## src/rtl/phc_pkg.sv

```systemverilog
package phc_pkg;
    typedef enum logic {
        MODE_TWEAK = 1'b0,
        MODE_CTR   = 1'b1
    } cipher_mode_e;
endpackage

```

## src/rtl/phc_cnt_next.sv

```systemverilog
module phc_cnt_next #(
    parameter int CNT_W = 6
) (
    input  logic [CNT_W-1:0] cur_i,
    input  logic             inc_i,
    input  logic             halve_i,
    output logic [CNT_W-1:0] nxt_o
);
    localparam logic [CNT_W-1:0] MAXV = {CNT_W{1'b1}};

    logic [CNT_W-1:0] bumped;

    always_comb begin
        bumped = (inc_i && cur_i != MAXV) ? cur_i + CNT_W'(1) : cur_i;
        // an access in a boundary cycle is counted before the decay
        nxt_o  = halve_i ? (bumped >> 1) : bumped;
    end
endmodule

```

## src/rtl/phc_thr_tuner.sv

```systemverilog
module phc_thr_tuner #(
    parameter int EPOCH_LEN  = 1024,
    parameter int TARGET_PCT = 95,
    parameter int CNT_W      = 6,
    parameter int THR_INIT   = 16,
    parameter int THR_MIN    = 4
) (
    input  logic             clk,
    input  logic             rst_n,
    input  logic             hit_i,
    input  logic             miss_i,
    output logic             epoch_end_o,
    output logic [CNT_W-1:0] promo_o,
    output logic [CNT_W-1:0] demo_o
);
    localparam int LK_W    = $clog2(EPOCH_LEN);
    localparam int HIT_W   = LK_W + 1;
    localparam int THR_MAX = (1 << CNT_W) - 1;
    localparam logic [31:0] GOAL = 32'(TARGET_PCT) * 32'(EPOCH_LEN);

    typedef struct packed {
        logic [LK_W-1:0]  lk;
        logic [HIT_W-1:0] hits;
        logic [CNT_W-1:0] promo;
    } tuner_t;

    tuner_t q, d;
    logic             lookup;
    logic [HIT_W-1:0] hit_total;

    always_comb begin
        d           = q;
        epoch_end_o = 1'b0;
        lookup      = hit_i | miss_i;
        hit_total   = q.hits + HIT_W'(hit_i);
        if (lookup) begin
            if (q.lk == LK_W'(EPOCH_LEN - 1)) begin
                epoch_end_o = 1'b1;
                d.lk        = '0;
                d.hits      = '0;
                if (32'(hit_total) * 32'd100 < GOAL) begin
                    if (q.promo != CNT_W'(THR_MAX)) d.promo = q.promo + CNT_W'(1);
                end else begin
                    if (q.promo > CNT_W'(THR_MIN)) d.promo = q.promo - CNT_W'(1);
                end
            end else begin
                d.lk   = q.lk + LK_W'(1);
                d.hits = hit_total;
            end
        end
    end

    always_ff @(posedge clk) begin
        if (!rst_n) begin
            q.lk    <= '0;
            q.hits  <= '0;
            q.promo <= CNT_W'(THR_INIT);
        end else begin
            q <= d;
        end
    end

    assign promo_o = q.promo;
    assign demo_o  = q.promo >> 1;
endmodule

```

## src/rtl/phc_page_table.sv

```systemverilog
module phc_page_table
    import phc_pkg::*;
#(
    parameter int NUM_PAGES = 16,
    parameter int CNT_W     = 6
) (
    input  logic                         clk,
    input  logic                         rst_n,
    input  logic                         acc_valid_i,
    input  logic [$clog2(NUM_PAGES)-1:0] acc_page_i,
    input  logic                         done_valid_i,
    input  logic [$clog2(NUM_PAGES)-1:0] done_page_i,
    input  logic                         epoch_end_i,
    input  logic [CNT_W-1:0]             promo_i,
    input  logic [CNT_W-1:0]             demo_i,
    output logic [NUM_PAGES-1:0]         mode_o,
    output logic                         req_valid_o,
    output logic [$clog2(NUM_PAGES)-1:0] req_page_o,
    output logic                         req_to_ctr_o
);
    localparam int PG_W = $clog2(NUM_PAGES);
    localparam logic [CNT_W-1:0] MAXV = {CNT_W{1'b1}};

    typedef struct packed {
        logic [NUM_PAGES-1:0][CNT_W-1:0] cnt;
        logic [NUM_PAGES-1:0]            mode;
        logic [NUM_PAGES-1:0]            pend;
        logic [PG_W-1:0]                 ptr;
        logic                            req_v;
        logic [PG_W-1:0]                 req_pg;
        logic                            req_ctr;
    } table_t;

    table_t q, d;
    logic [NUM_PAGES-1:0][CNT_W-1:0] cnt_nxt;
    logic [CNT_W-1:0] acc_cur, acc_inc;
    logic             acc_fire, scan_up, scan_dn;
    logic [PG_W-1:0]  s;

    for (genvar g = 0; g < NUM_PAGES; g++) begin : g_ctr
        phc_cnt_next #(.CNT_W(CNT_W)) u_next (
            .cur_i   (q.cnt[g]),
            .inc_i   (acc_valid_i && (acc_page_i == PG_W'(g))),
            .halve_i (epoch_end_i),
            .nxt_o   (cnt_nxt[g])
        );
    end

    always_comb begin
        d       = q;
        d.req_v = 1'b0;
        d.cnt   = cnt_nxt;
        d.ptr   = (q.ptr == PG_W'(NUM_PAGES - 1)) ? '0 : q.ptr + PG_W'(1);

        if (done_valid_i) d.pend[done_page_i] = 1'b0;

        acc_cur  = q.cnt[acc_page_i];
        acc_inc  = (acc_cur == MAXV) ? acc_cur : acc_cur + CNT_W'(1);
        acc_fire = acc_valid_i && (q.mode[acc_page_i] == MODE_TWEAK) &&
                   !q.pend[acc_page_i] && (acc_inc >= promo_i);

        s       = q.ptr;
        scan_up = !q.pend[s] && (q.mode[s] == MODE_TWEAK) && (q.cnt[s] >= promo_i);
        scan_dn = !q.pend[s] && (q.mode[s] == MODE_CTR)   && (q.cnt[s] <  demo_i);

        if (acc_fire) begin
            d.req_v             = 1'b1;
            d.req_pg            = acc_page_i;
            d.req_ctr           = 1'b1;
            d.mode[acc_page_i]  = MODE_CTR;
            d.pend[acc_page_i]  = 1'b1;
        end else if (scan_up || scan_dn) begin
            d.req_v   = 1'b1;
            d.req_pg  = s;
            d.req_ctr = scan_up;
            d.mode[s] = scan_up ? MODE_CTR : MODE_TWEAK;
            d.pend[s] = 1'b1;
        end
    end

    always_ff @(posedge clk) begin
        if (!rst_n) begin
            q <= '0;
        end else begin
            q <= d;
        end
    end

    assign mode_o       = q.mode;
    assign req_valid_o  = q.req_v;
    assign req_page_o   = q.req_pg;
    assign req_to_ctr_o = q.req_ctr;
endmodule

```

## src/rtl/page_hotness_classifier.sv

```systemverilog
module page_hotness_classifier #(
    parameter int NUM_PAGES  = 16,
    parameter int CNT_W      = 6,
    parameter int EPOCH_LEN  = 1024,
    parameter int TARGET_PCT = 95,
    parameter int THR_INIT   = 16,
    parameter int THR_MIN    = 4,
    localparam int PG_W      = $clog2(NUM_PAGES)
) (
    input  logic                 clk,
    input  logic                 rst_n,
    input  logic                 acc_valid,
    input  logic [PG_W-1:0]      acc_page,
    input  logic                 meta_hit,
    input  logic                 meta_miss,
    input  logic                 done_valid,
    input  logic [PG_W-1:0]      done_page,
    output logic [NUM_PAGES-1:0] page_mode,
    output logic                 xreq_valid,
    output logic [PG_W-1:0]      xreq_page,
    output logic                 xreq_to_ctr,
    output logic [CNT_W-1:0]     promote_thr,
    output logic [CNT_W-1:0]     demote_thr
);
    logic epoch_end;

    phc_thr_tuner #(
        .EPOCH_LEN  (EPOCH_LEN),
        .TARGET_PCT (TARGET_PCT),
        .CNT_W      (CNT_W),
        .THR_INIT   (THR_INIT),
        .THR_MIN    (THR_MIN)
    ) u_tuner (
        .clk         (clk),
        .rst_n       (rst_n),
        .hit_i       (meta_hit),
        .miss_i      (meta_miss),
        .epoch_end_o (epoch_end),
        .promo_o     (promote_thr),
        .demo_o      (demote_thr)
    );

    phc_page_table #(
        .NUM_PAGES (NUM_PAGES),
        .CNT_W     (CNT_W)
    ) u_table (
        .clk          (clk),
        .rst_n        (rst_n),
        .acc_valid_i  (acc_valid),
        .acc_page_i   (acc_page),
        .done_valid_i (done_valid),
        .done_page_i  (done_page),
        .epoch_end_i  (epoch_end),
        .promo_i      (promote_thr),
        .demo_i       (demote_thr),
        .mode_o       (page_mode),
        .req_valid_o  (xreq_valid),
        .req_page_o   (xreq_page),
        .req_to_ctr_o (xreq_to_ctr)
    );
endmodule

```

## config.mk

```make
export PLATFORM = sky130hd
export DESIGN_NAME = page_hotness_classifier
export DESIGN_NICKNAME = d
export VERILOG_FILES = /design/src/rtl/phc_pkg.sv /design/src/rtl/phc_cnt_next.sv /design/src/rtl/phc_thr_tuner.sv /design/src/rtl/phc_page_table.sv /design/src/rtl/page_hotness_classifier.sv
export SDC_FILE = /design/constraint.sdc
export NUM_CORES = 1
export LEC_CHECK = 0
export BUFFER_PORTS_ARGS = -buffer_cell sky130_fd_sc_hd__buf_4
export CAP_MARGIN = 40
export CORE_ASPECT_RATIO = 0.7
export CORE_MARGIN = 2
export CORE_UTILIZATION = 49
export CTS_CLUSTER_SIZE = 8
export DETAILED_ROUTE_END_ITERATION = 6
export PLACE_DENSITY = 0.63
export SLEW_MARGIN = 15
export SYNTH_ARGS = -nofsm -noshare
export SYNTH_HDL_FRONTEND = slang
export SYNTH_SLANG_ARGS = --single-unit
```

## constraint.sdc

```tcl
create_clock -name clk -period 14.81 [get_ports clk]
set_input_delay 2.962 -clock clk [delete_from_list [all_inputs] [get_ports clk]]
set_output_delay 2.962 -clock clk [all_outputs]
set_load 0.01 [all_outputs]
```

Word level (Yosys, flattened, before mapping):

Index checks and enable logic that the tools add are counted.

* $add $sub $neg: 22
* multipliers: 1
* div/mod/pow operators: 0
* order comparisons: 11
* eq/ne operators: 36
* shifts and indexed selects: 0
* mux-type cells: 64
* bitwise gates (word level): 9
* reduce and logical (&&, ||, !) cells: 67

Operator list (number)
* two-way mux 6 bit: 24
* adder 6 x 1 -> 6 bit (second input constant): 18
* != test 6 bit (second input constant): 17
* two-way mux 5 bit: 16
* two-way mux 32 bit: 2
* binary-select mux 6 bit (select 4 bit): 2
* OR 16 bit: 3
* logical AND 1 bit: 42
* equality test 4 bit (second input constant): 9
* nonzero test 2 bit: 18
* two-way mux 21 bit: 1
* less-than comparator 18 x 17 -> 1 bit (second input constant): 1
* bitwise AND 16 bit: 1
* binary-select mux 1 bit (select 4 bit): 4
* bitwise mux 16 bit: 1
* equality test 4 x 3 -> 1 bit (second input constant): 4
* multiplier 11 x 5 -> 16 bit (second input constant): 1
* two-way mux 16 bit: 1
* inverter 16 bit: 1
* less-than comparator 4 x 5 -> 1 bit (second input constant): 3
* demux 1 bit (select 4 bit): 3
* >= comparator 4 x 1 -> 1 bit (second input constant): 3
* >= comparator 6 bit: 2
* adder 11 x 1 -> 11 bit: 1
* 18 further kinds: 32

* bits in registers: 165
* bits in latches: 0
* memory bits (writable): 0
* bits in read-only memories: 0
* output and inout port bits: 34
* word-level logic and storage cells: 267
* memories kept: 0

Depth between registers and ports, before layout:

Gate-level depths: netlist of run 1.

* depth in word-level cells: 10
* gate-level depth with buffers: 29
* depth with buffers taken out: 28

Hierarchy:

Synthesis of run 1 repeated with hierarchy kept, for this count alone.

* cell total of the unflattened synthesis: 1691
* area, all modules: 14813.0 µm²

By module, submodules not included
* phc_page_table: instances 1, cells each 712, area an instance 7399.6 µm², sequential area each 2762.6 µm²
* phc_cnt_next: instances 16, cells each 41, area an instance 285.3 µm², sequential area each 0.0 µm²
* phc_thr_tuner: instances 1, cells each 323, area an instance 2849.0 µm², sequential area each 540.5 µm²

Least setup slack after synthesis of run 1:

OpenSTA, ideal clock, no wires.

* kind: input to register
* start: input port meta_hit
* end: register u_tuner.q (netlist bit u_tuner.promo_o[5])
* arrival time: 8.314 ns
* data required time: 14.718 ns
* slack: 6.403 ns
* stages: 28
* path buffers: 0
* cells stage by stage: ha_1 > nand4_1 > nor2_1 > nand2_1 > xnor2_1 > ha_1 > ha_1 > inv_1 > fa_1 > inv_1 > ha_1 > a21oi_1 > o21ai_0 > a22o_1 > a211oi_1 > nor2_1 > o2111ai_1 > nand2_1 > ha_1 > a21o_1 > a21oi_1 > nor2b_1 > o21ai_0 > nand2b_1 > nor2b_1 > and2_1 > mux2_2 > o32ai_1

* longest elaborated chain between the ends: 5

Ends and longest elaborated chain
* start, declared: line page_hotness_classifier.sv:14 `input logic meta_hit,`
* adder 11 x 1 -> 11 bit: line phc_thr_tuner.sv:35 `hit_total = q.hits + HIT_W'(hit_i);`
* multiplier 11 x 5 -> 16 bit: line phc_thr_tuner.sv:41 `if (32'(hit_total) * 32'd100 < GOAL) begin`
* less-than comparator 18 x 17 -> 1 bit: line phc_thr_tuner.sv:41
* != test 2 bit (no source line) / nonzero test 2 bit (equally long branches)
* AND reduction 4 bit (no source line)
* end, declared: line phc_thr_tuner.sv:27 `tuner_t q, d;`

Several ways; a longest one is shown, not always the timed one.
A chain may end at the register's enable or synchronous reset.

Worst setup path in the final report of run 1:

Same ends and word-level chain as after synthesis.

==> summary.md, run 1 <==
| Metric | Value |
|---|---|
| Outcome | `finished clean` |
| Total GRT Usage | `0.264` |
| WL final | `approximately 33000 µm` |
| Lkg Pwr | `between 0.005 and 0.006 µW` |
| Row count | `47` |
| Ant diodes | `0` |
| CTS tree | `done` |
| Initial Utilization | `0.504` |
| Seq cells post-synth | `~170` |
| Commonest non-fill, non-tap cell in the layout | `nand2_1` |
| Num CTS Buffers | `17` |
| Sw Pwr | `263 µW` |
| Power Internal | `726 µW` |
| Reg2Reg Depth | `27` |
| Sw frac | `0.266` |
| Hold Vio Cnt, Final | `0` |
| Worst EP arrival | `9180 ps` |
| Post-route cell area | `around 13000 µm²` |
| Vias in the first global route | `9469` |
| Async SR Flop Fraction | `0` |
| Post-placement cell count | `between 1500 and 2000` |
| Final clock skew | `about 18 ps` |
| Final setup fails | `0` |
| Synthesis-to-layout area growth | `7.33%` |
| ANT nets after route | `0` |
| CP required | `15170 ps` |
| Yosys warning total | `0` |
| Number of flops mapped to enable cells by yosys | `0` |
| Crit-path max FO | `9` |
| Worst Setup Path Type | `input pin to flip-flop` |
| Nets@finish | `~1400` |
| Clock-pin slew on the worst setup and hold paths | `about 70 ps` |
| Max-slew headroom | `0.406` |
| Pre-CTS WS | `roughly 5600 ps` |
| Non-Filler Instances | `around 1700` |
| Gp weighted congestion | `between 0.8 and 0.9` |
| Core area | `approximately 24000 µm²` |
| Most frequent cells in the layout | `204 x nand2_1, 164 x dfxtp_1, 93 x nor2_1` |
| Initial DRT Pass Iterations | `5` |
| Worst-Skew Late Latency | `450 ps` |
| Post_cts resized | `0` |
| Min Tclk post-route | `around 9000 ps` |
| Startpoint Class | `input pin` |
| Hold buffer count at CTS | `0` |
| DIE AREA | `about 26000 µm²` |
| Worst VDD drop | `roughly 84 µV` |
| Setup bufs post-CTS | `0` |
| Post-synthesis cell count | `about 1400` |
| Sequential Area | `3300 µm²` |
| RSZ-0062 raised after global routing | `false` |
| Vert. Die Dim | `~140 µm` |
| Root buffer cell | `clkbuf_16` |
| Actual slew at the worst max-slew pin | `884 ps` |
| DRC violations left | `0` |
| R2R Path End | `u_tuner.promo_o[5]` |
| Slew Viols, Final | `0` |
| R2R Setup Slk | `8240 ps` |
| I/O pin count | `48` |
| Clock Path Buffers | `2` |
| Ys flop type | `dfxtp_1` |
| DP Wirelength | `about 23000 µm` |
| Post-DR vias/cell | `6.24` |
| Number of H-tree levels | `4` |
| Initial antenna violation count | `0` |
| Fmax | `around 110 MHz` |
| GR Overflow Total | `0` |
| Die width | `between 150 and 200 µm` |
| Area of the multi-input gates | `approximately 8000 µm²` |
| Hold path depth | `2` |
| Largest net degree at the start of global routing | `75` |
| Power per Cell Area | `~77 nW/µm²` |
| First-pass GRT wire length | `about 53000 µm` |
| Synthesized area | `12000 µm²` |
| Via count | `between 10000 and 15000` |
| Avg Cell Area, Syn | `8.80 µm²` |
| Placed cell area | `roughly 12000 µm²` |
| Smallest setup slack after layout | `about 6000 ps` |
| Unique masters post-synth | `63` |
| Post-Syn Nets | `~1500` |
| Clk sinks | `between 150 and 200` |
| Initial detailed-routing violation count | `between 1000 and 1500` |
| Number of buffers added on ports | `46` |
| Worst R2R Start | `u_tuner.q[6]` |
| MaxCap Viol Count | `0` |
| Worst hold path class | `flip-flop to flip-flop` |
| Fillers | `~2200` |
| CP Capture Type | `flip-flop` |
| Share of cells above drive strength 1 | `0.130` |
| Hold worst-path end | `u_table.req_to_ctr_o` |
| Routed len/inst | `19.9 µm` |
| Clock power share | `0.468` |
| Comb power frac | `0.075` |
| Sequential share of power | `0.456` |
| Setup TNS | `0 ps` |
| Post-synthesis sequential area ratio | `0.274` |
| Final period utilization | `0.595` |
| HP Start | `u_table.req_to_ctr_o` |
cell usage after synthesis, drive strengths merged, types with 12 or more instances:
| library cell | number | area share |
|---|---|---|
| a221oi | 12 | 0.0087 |
| inv | 45 | 0.014 |
| xnor2 | 36 | 0.026 |
| a211oi | 38 | 0.024 |
| nand3 | 23 | 0.0096 |
| o21ai | 16 | 0.0076 |
| a311oi | 16 | 0.012 |
| a21oi | 59 | 0.025 |
| a31oi | 31 | 0.016 |
| mux4 | 70 | 0.13 |
| a21o | 29 | 0.018 |
| buf | 65 | 0.035 |
| and3 | 62 | 0.032 |
| nor3 | 17 | 0.0079 |
| o211ai | 19 | 0.012 |
| dfxtp | 165 | 0.27 |
| xor2 | 62 | 0.045 |
| nand4 | 45 | 0.023 |
| nor2 | 94 | 0.029 |
| nor2b | 27 | 0.014 |
| ha | 80 | 0.083 |
| nand2 | 205 | 0.064 |
| clkbuf | 53 | 0.017 |
per-stage QoR:
stage / total power [µW] / hold slack [ps] / util
6_report: 989 / 506 / 0.541
5_1_grt: 1020 / 528 / 0.541
4_1_cts: 991 / 507 / 0.541
3_5_place_dp: 534 / 491 / 0.516
3_3_place_gp: 532 / 473 / 0.512
2_1_floorplan: 511 / 463 / -
routing by layer:
metal  vias to the layer above  track usage  part of all wire
li1                       4902            -                 -
met1                      4976        0.406              0.49
met2                       429        0.361              0.40
met3                        41       0.0640             0.093
met4                         0       0.0722             0.016
met5                         -            0                 0
sequential cells by signal (all words and copies together), names as in the netlist:
register              cells
u_tuner.promo_o           6
u_table.q               112
u_table.req_page_o        4
u_table.req_valid_o       1
u_table.req_to_ctr_o      1
u_tuner.q                21
u_table.mode_o           16
u_table.s                 4
cell type report:
cell class | count | area share
Clock buffer | 17 | 0.0329
Clock inverter | 15 | 0.0132
Inverter | 46 | 0.0134
Multi-Input combinational cell | 1039 | 0.615
Sequential cell | 165 | 0.256
Tap cell | 318 | 0.0308
Timing Repair Buffer | 59 | 0.0389
power by group through the flow:
stage | combinational (µW) | sequential (µW) | clock (µW)
after floorplan | 52.4 | 459 | 0
after global placement | 69.2 | 462 | 0
after detailed placement | 71.4 | 463 | 0
after CTS | 71.7 | 452 | 467
after global routing | 80.1 | 452 | 486
final | 74.5 | 451 | 463
logic make-up after synthesis:
family          synth area share
compound gates             0.156
xor+xnor                  0.0713
fa+ha+maj                 0.0914
buf+inv                   0.0660
flops                      0.274
mux                        0.142
other cells             0.000311
simple gates               0.199
worst max path at each step:
stage                  start            endpoint  slack [ps]  depth (start not counted)
finish              meta_hit  u_tuner.promo_o[5]        5990                         28
global route        meta_hit  u_tuner.promo_o[5]        5530                         29
CTS                 meta_hit  u_tuner.promo_o[5]        6090                         28
detailed placement  meta_hit  u_tuner.promo_o[5]        5650                         28
global placement    meta_hit  u_tuner.promo_o[5]        5900                         29
floorplan           meta_hit  u_tuner.promo_o[5]        6400                         28
worst max-delay path, cell delays in order:
cell	delay, ps
buf_4	100
ha_1	160
nand4_1	270
nor2_1	230
nand2_1	120
xnor2_1	400
ha_1	320
ha_1	290
inv_1	50
fa_1	520
inv_1	40
ha_1	370
nand4_1	130
a221oi_1	470
a211oi_1	210
o22a_1	270
o2111ai_1	270
nand2_1	290
ha_1	350
a21o_1	170
a21oi_1	180
nor2b_1	80
o21ai_0	140
nand2b_1	110
nor2b_1	160
and2_1	170
mux2_2	250
o32ai_1	90
Power figures use the tool's default switching activity.
==> inputs of run 2 (changes only) <==
==> constraint.sdc (replaced) <==
create_clock -name clk -period 9.1 [get_ports clk]
set_input_delay 1.82 -clock clk [delete_from_list [all_inputs] [get_ports clk]]
set_output_delay 1.82 -clock clk [all_outputs]
set_load 0.01 [all_outputs]
==> run 2 against run 1 <==
Compared with the run above:
- worst setup slack worse by 4500 ps
- global-route usage fell by 0.56 points
- via count shrank 1.2%
- core utilization about the same
- highest routed layer is now met5
==> summary.md, run 2 (synthesized netlist as in run 1, its figures left out) <==
| Metric | Value |
|---|---|
| Outcome | `finished clean` |
| Worst-Skew Late Latency | `440 ps` |
| Core area | `23900 µm²` |
| Initial antenna violation count | `2` |
| Slowest stage delay, CP | `around 530 ps` |
| I/O pin count | `48` |
| Hold path depth | `2` |
| Most frequent cells in the layout | `204 x nand2_1, 164 x dfxtp_1, 93 x nor2_1` |
| Power per Cell Area | `126 nW/µm²` |
| Min Tclk post-route | `between 7000 and 8000 ps` |
| Hold buffer count at CTS | `0` |
| Crit-path slowest cell | `fa_1` |
| Final clock skew | `approximately 12 ps` |
| CP required | `~9500 ps` |
| Post-route cell area | `around 13000 µm²` |
| Post-DR vias/cell | `between 6 and 7` |
| Worst hold path class | `flip-flop to flip-flop` |
| Row count | `between 40 and 50` |
| Die width | `around 190 µm` |
| Initial DRT Pass Iterations | `5` |
| Vert. Die Dim | `~140 µm` |
| DRC violations left | `0` |
| GRT busiest layer | `met1` |
| Design Power | `between 1500 and 2000 µW` |
| Startpoint Class | `input pin` |
| Number of buffers added on ports | `46` |
| Met3 usage | `0.0684` |
| Biggest register | `u_table.q` |
| Cell family with most CP delay | `adder cells` |
| WP depth | `29` |
| RSZ-0062 raised after global routing | `false` |
| Crit-path max FO | `9` |
| Largest net degree at the start of global routing | `70` |
| Pre-CTS WS | `1090 ps` |
| CP bufs+invs | `3` |
| First-pass GRT wire length | `~52000 µm` |
| DIE AREA | `between 20000 and 30000 µm²` |
| Lkg Pwr | `about 0.0053 µW` |
| Met2 track demand over resource | `0.366` |
| Placed cell area | `approximately 12000 µm²` |
| Via count | `just over 10000` |
| DP Wirelength | `22900 µm` |
| MaxCap Viol Count | `0` |
| Number of H-tree levels | `4` |
| Clk sinks | `~170` |
| Worst Setup Path Type | `input pin to flip-flop` |
| Num CTS Buffers | `17` |
| Met1 usage | `0.389` |
| Actual slew at the worst max-slew pin | `892 ps` |
| Final period utilization | `0.839` |
| Total GRT Usage | `0.258` |
| Gp weighted congestion | `about 0.89` |
| CP Capture Type | `flip-flop` |
| Max FFs per register | `around 110` |
| Synthesis-to-layout area growth | `7.39%` |
| Vias in the first global route | `about 9500` |
| WHS | `498 ps` |
| WL final | `between 30000 and 40000 µm` |
| Worst VDD drop | `between 100 and 150 µV` |
| Reg2Reg Depth | `28` |
| Initial detailed-routing violation count | `between 1000 and 1500` |
| Setup TNS | `0 ps` |
| Share of cells above drive strength 1 | `0.128` |
| Most used cell, CP | `ha_1` |
| Initial Utilization | `0.504` |
| Clock-pin slew on the worst setup and hold paths | `approximately 70 ps` |
| Post_cts resized | `0` |
| Max-slew headroom | `0.401` |
| Hold Vio Cnt, Final | `0` |
| Final setup fails | `0` |
| Commonest non-fill, non-tap cell in the layout | `nand2_1` |
| Setup bufs post-CTS | `0` |
| Worst EP arrival | `7980 ps` |
| Routed len/inst | `19.6 µm` |
| Slew Viols, Final | `0` |
| Smallest setup slack after layout | `approximately 1500 ps` |
| Clock Path Buffers | `2` |
| Fmax | `131 MHz` |
| Root buffer cell | `clkbuf_16` |
| ANT nets after route | `0` |
| GR Overflow Total | `0` |
| CTS tree | `done` |
| Nets@finish | `1427` |
run 2: cell count changes in the layout (fill, tap and decap cells not counted):
cell,previous run,this run
clkbuf_1,0,1
buf_12,1,0
clkbuf_2,0,1
bufinv_16,2,3
inv_8,3,0
clkinv_4,2,0
clkbuf_8,0,3
diode_2,0,1
clkinv_2,2,1
run 2: layout make-up:
cell class,instances,area (µm²)
diodes,1,2.50
clock buffers,21,470
clock inverters,10,144
fillers,2215,10900
inverters,46,173
multi-input cells,1039,7950
flip-flops and latches,165,3300
well taps,318,398
repair buffers,59,488
run 2: path summary, 6_finish.rpt:
| check | to | startpoint | slack (ps) |
|---|---|---|---|
| worst min-delay path | u_table.req_to_ctr_o | u_table.req_to_ctr_o | 500 |
| worst max-delay path | u_tuner.promo_o[5] | meta_hit | 1470 |
| worst min register to register | u_table.req_to_ctr_o | u_table.req_to_ctr_o | 500 |
| worst max register to register | u_tuner.promo_o[5] | u_tuner.q[6] | 2580 |
run 2: layer usage:
layer / up-vias / share of wire
li1: 4898 / -
met3: 25 / 0.088
met5: - / 0.0016
met4: 2 / 0.0096
met2: 394 / 0.41
met1: 4903 / 0.49
run 2: power breakdown:
part | internal [µW] | switching, µW
clock | 455 | 324
combinational | 41.9 | 79.2
sequential | 727 | 6.96
run 2: worst register-to-register path, delay by kind of cell (launching register included):
kind | cells | cell delay [ps]
buf+inv | 2 | 90
simple gates | 9 | 1500
fa+ha+maj | 6 | 2030
flops | 1 | 360
mux | 1 | 250
compound gates | 9 | 1810
xor+xnor | 1 | 390
run 2: metrics by stage:
stage | util | cells
6_report | 0.542 | 1659
5_1_grt | 0.542 | 1658
4_1_cts | 0.541 | 1657
3_5_place_dp | 0.516 | 1626
3_3_place_gp | 0.512 | 1621
2_1_floorplan | - | 1368
==> inputs of run 3 (changes only) <==
--- a/config.mk
+++ b/config.mk
@@ -5,6 +5,7 @@
 export SDC_FILE = /design/constraint.sdc
 export NUM_CORES = 1
 export LEC_CHECK = 0
+export ABC_AREA = 1
 export BUFFER_PORTS_ARGS = -buffer_cell sky130_fd_sc_hd__buf_4
 export CAP_MARGIN = 40
 export CORE_ASPECT_RATIO = 0.7
==> constraint.sdc (replaced) <==
create_clock -name clk -period 8 [get_ports clk]
set_input_delay 1.6 -clock clk [delete_from_list [all_inputs] [get_ports clk]]
set_output_delay 1.6 -clock clk [all_outputs]
set_load 0.01 [all_outputs]
==> run 3 against run 2 <==
Compared with the run above:
- final cell count rose by 26%
- clock skew decreased by 3.3 ps
- non-clock buffer count is 2 higher
- synthesized cell count is 30% higher
- global-route usage increased by 2.9 points
- total power rose by 26%
- critical path depth grew 7
- combinational power increased to 2.7 times the previous value
==> summary.md, run 3 <==
| Metric | Value |
|---|---|
| Yosys warning total | `0` |
| Design Power | `roughly 2100 µW` |
| Post-placement cell count | `slightly above 2000` |
| Fillers | `between 2000 and 2500` |
| Biggest register | `u_table.q` |
| Final clock skew | `a little under 9 ps` |
| Actual slew at the worst max-slew pin | `814 ps` |
| DRC violations left | `0` |
| Number of flops mapped to enable cells by yosys | `0` |
| Fmax | `approximately 150 MHz` |
| Max-slew headroom | `0.458` |
| Met1 usage | `0.429` |
| GR Overflow Total | `0` |
| Row count | `47` |
| Worst Setup Path Type | `input pin to flip-flop` |
| Setup bufs post-CTS | `0` |
| Lkg Pwr | `0.00547 µW` |
| ANT nets after route | `0` |
| Setup TNS | `0 ps` |
| Most used cell, CP | `nand2_1` |
| Met2 track demand over resource | `0.414` |
| Gp weighted congestion | `0.927` |
| First-pass GRT wire length | `between 50000 and 60000 µm` |
| Core Util, Final | `0.545` |
| Root buffer cell | `clkbuf_16` |
| Outcome | `finished clean` |
| Core area | `around 24000 µm²` |
| DP Wirelength | `approximately 27000 µm` |
| Slew Viols, Final | `0` |
| Avg Cell Area, Syn | `roughly 6.8 µm²` |
| Worst EP arrival | `between 7000 and 8000 ps` |
| Initial detailed-routing violation count | `about 1400` |
| Post-synthesis mux area share | `0.00416` |
| Largest net degree at the start of global routing | `81` |
| Initial antenna violation count | `0` |
| Post_cts resized | `0` |
| Min Tclk post-route | `~6700 ps` |
| Post-Syn Nets | `between 1500 and 2000` |
| Final period utilization | `0.841` |
| Ys flop type | `dfxtp_1` |
| Post-synthesis sequential area ratio | `0.274` |
| MaxCap Viol Count | `0` |
| Num CTS Buffers | `17` |
| Vert. Die Dim | `around 140 µm` |
| Worst-Skew Late Latency | `around 440 ps` |
| Power per Cell Area | `158 nW/µm²` |
| GRT busiest layer | `met1` |
| Synthesis-to-layout area growth | `8.11%` |
| Post-synth top area share | `0.274` |
| Worst hold path class | `flip-flop to flip-flop` |
| Number of buffers added on ports | `46` |
| Count leader, synth | `inv_1` |
| Non-Filler Instances | `between 2000 and 2500` |
| WL final | `around 37000 µm` |
| Initial DRT Pass Iterations | `6` |
| Clock Path Buffers | `2` |
| Synth area leaders | `dfxtp_1 27%, ha_1 8.3%, inv_1 7.9%, nand2_1 7.9%, o21ai_0 5.7%` |
| RSZ-0062 raised after global routing | `false` |
| Routed len/inst | `roughly 18 µm` |
| I/O pin count | `between 40 and 50` |
| Die width | `191 µm` |
| Slowest stage delay, CP | `between 500 and 600 ps` |
| WHS | `around 460 ps` |
| Final setup fails | `0` |
| Most frequent cells in the layout | `254 x inv_1, 251 x nand2_1, 164 x dfxtp_1` |
| Share of synthesized cell area in full adder, half adder and majority cells | `0.0914` |
| Initial Utilization | `0.504` |
| Number of H-tree levels | `4` |
| Seq cells post-synth | `165` |
| Startpoint Class | `input pin` |
| Unique masters post-synth | `roughly 50` |
| Simple-Gate Fraction of Synth Area | `0.238` |
| Post-Synth XOR/XNOR Area | `0.0575` |
| Crit-path slowest cell | `fa_1` |
| Clock-pin slew on the worst setup and hold paths | `around 60 ps` |
| Worst VDD drop | `159 µV` |
| Async SR Flop Fraction | `0` |
| Ant diodes | `0` |
| Clk sinks | `165` |
| CTS tree | `done` |
| Crit-path max FO | `5` |
| Post-synth top area cell | `dfxtp_1` |
| Compound-cell area share of the yosys netlist | `0.202` |
| Share of cells above drive strength 1 | `0.0910` |
| CP required | `between 8000 and 9000 ps` |
| DIE AREA | `25900 µm²` |
| Commonest non-fill, non-tap cell in the layout | `inv_1` |
| Post-synthesis cell count | `1774` |
| CP Capture Type | `flip-flop` |
| Via count | `about 12000` |
| Hold buffer count at CTS | `0` |
| Met3 usage | `0.0635` |
| Synth cell count leaders | `254 x inv_1, 252 x nand2_1, 165 x dfxtp_1, 154 x nor2_1, 136 x o21ai_0` |
| Nets@finish | `about 1900` |
| Post-DR vias/cell | `~5.8` |
| Max FFs per register | `112` |
| Synthesized area | `roughly 12000 µm²` |
| Main combinational cell family by area after synthesis | `simple AND/OR/NAND/NOR gates` |
| Vias in the first global route | `roughly 11000` |
| Hold Vio Cnt, Final | `0` |
| Total GRT Usage | `0.287` |
run 3: layout make-up:
class | instances | area [µm²] | area share
clock buffers | 21 | 470 | 0.0361
repair buffers | 61 | 510 | 0.0392
clock inverters | 11 | 148 | 0.0113
well taps | 318 | 398 | 0.0306
inverters | 275 | 1040 | 0.0797
flip-flops and latches | 165 | 3300 | 0.254
multi-input cells | 1236 | 7150 | 0.549
run 3: power by group:
group          total (µW)  switching (µW)  internal, µW
combinational         326             230          96.1
clock                 874             358           516
sequential            855            16.6           839
total                2060             604          1450
run 3: worst paths after layout:
| kind | start | end | slack, ps | cells past startpoint |
|---|---|---|---|---|
| hold reg to reg | u_tuner.q[26] | u_tuner.q[26] | 460 | 2 |
| setup / recovery | meta_hit | u_tuner.promo_o[5] | 1270 | 36 |
| setup reg to reg | u_tuner.q[6] | u_tuner.promo_o[5] | 2160 | 35 |
| hold / removal | u_tuner.q[26] | u_tuner.q[26] | 460 | 2 |
run 3: kinds of logic after synthesis:
family / after synthesis
fa+ha+maj: 85
simple gates: 631
flops: 165
mux: 5
buf+inv: 373
xor+xnor: 79
other cells: 1
compound gates: 435
run 3: metrics by stage:
step	cell area (µm²)	setup slack, ps
6_report	13000	1270
5_1_grt	13000	850
4_1_cts	13000	1330
3_5_place_dp	12400	900
3_3_place_gp	12300	1150
2_1_floorplan	12000	1670
run 3: per-layer routing:
layer | share of wire | up-vias
li1 | - | 5891
met1 | 0.48 | 5523
met2 | 0.41 | 553
met3 | 0.099 | 47
met4 | 0.016 | 0
met5 | 0 | -
run 3: critical path: cells and delay by family:
kind,cells,cell delay (ps)
adder cells (fa/ha/maj),6,2020
XOR/XNOR,1,340
buffers and inverters,6,420
AO/OA/AOI/OAI,5,900
AND/OR/NAND/NOR,18,1860
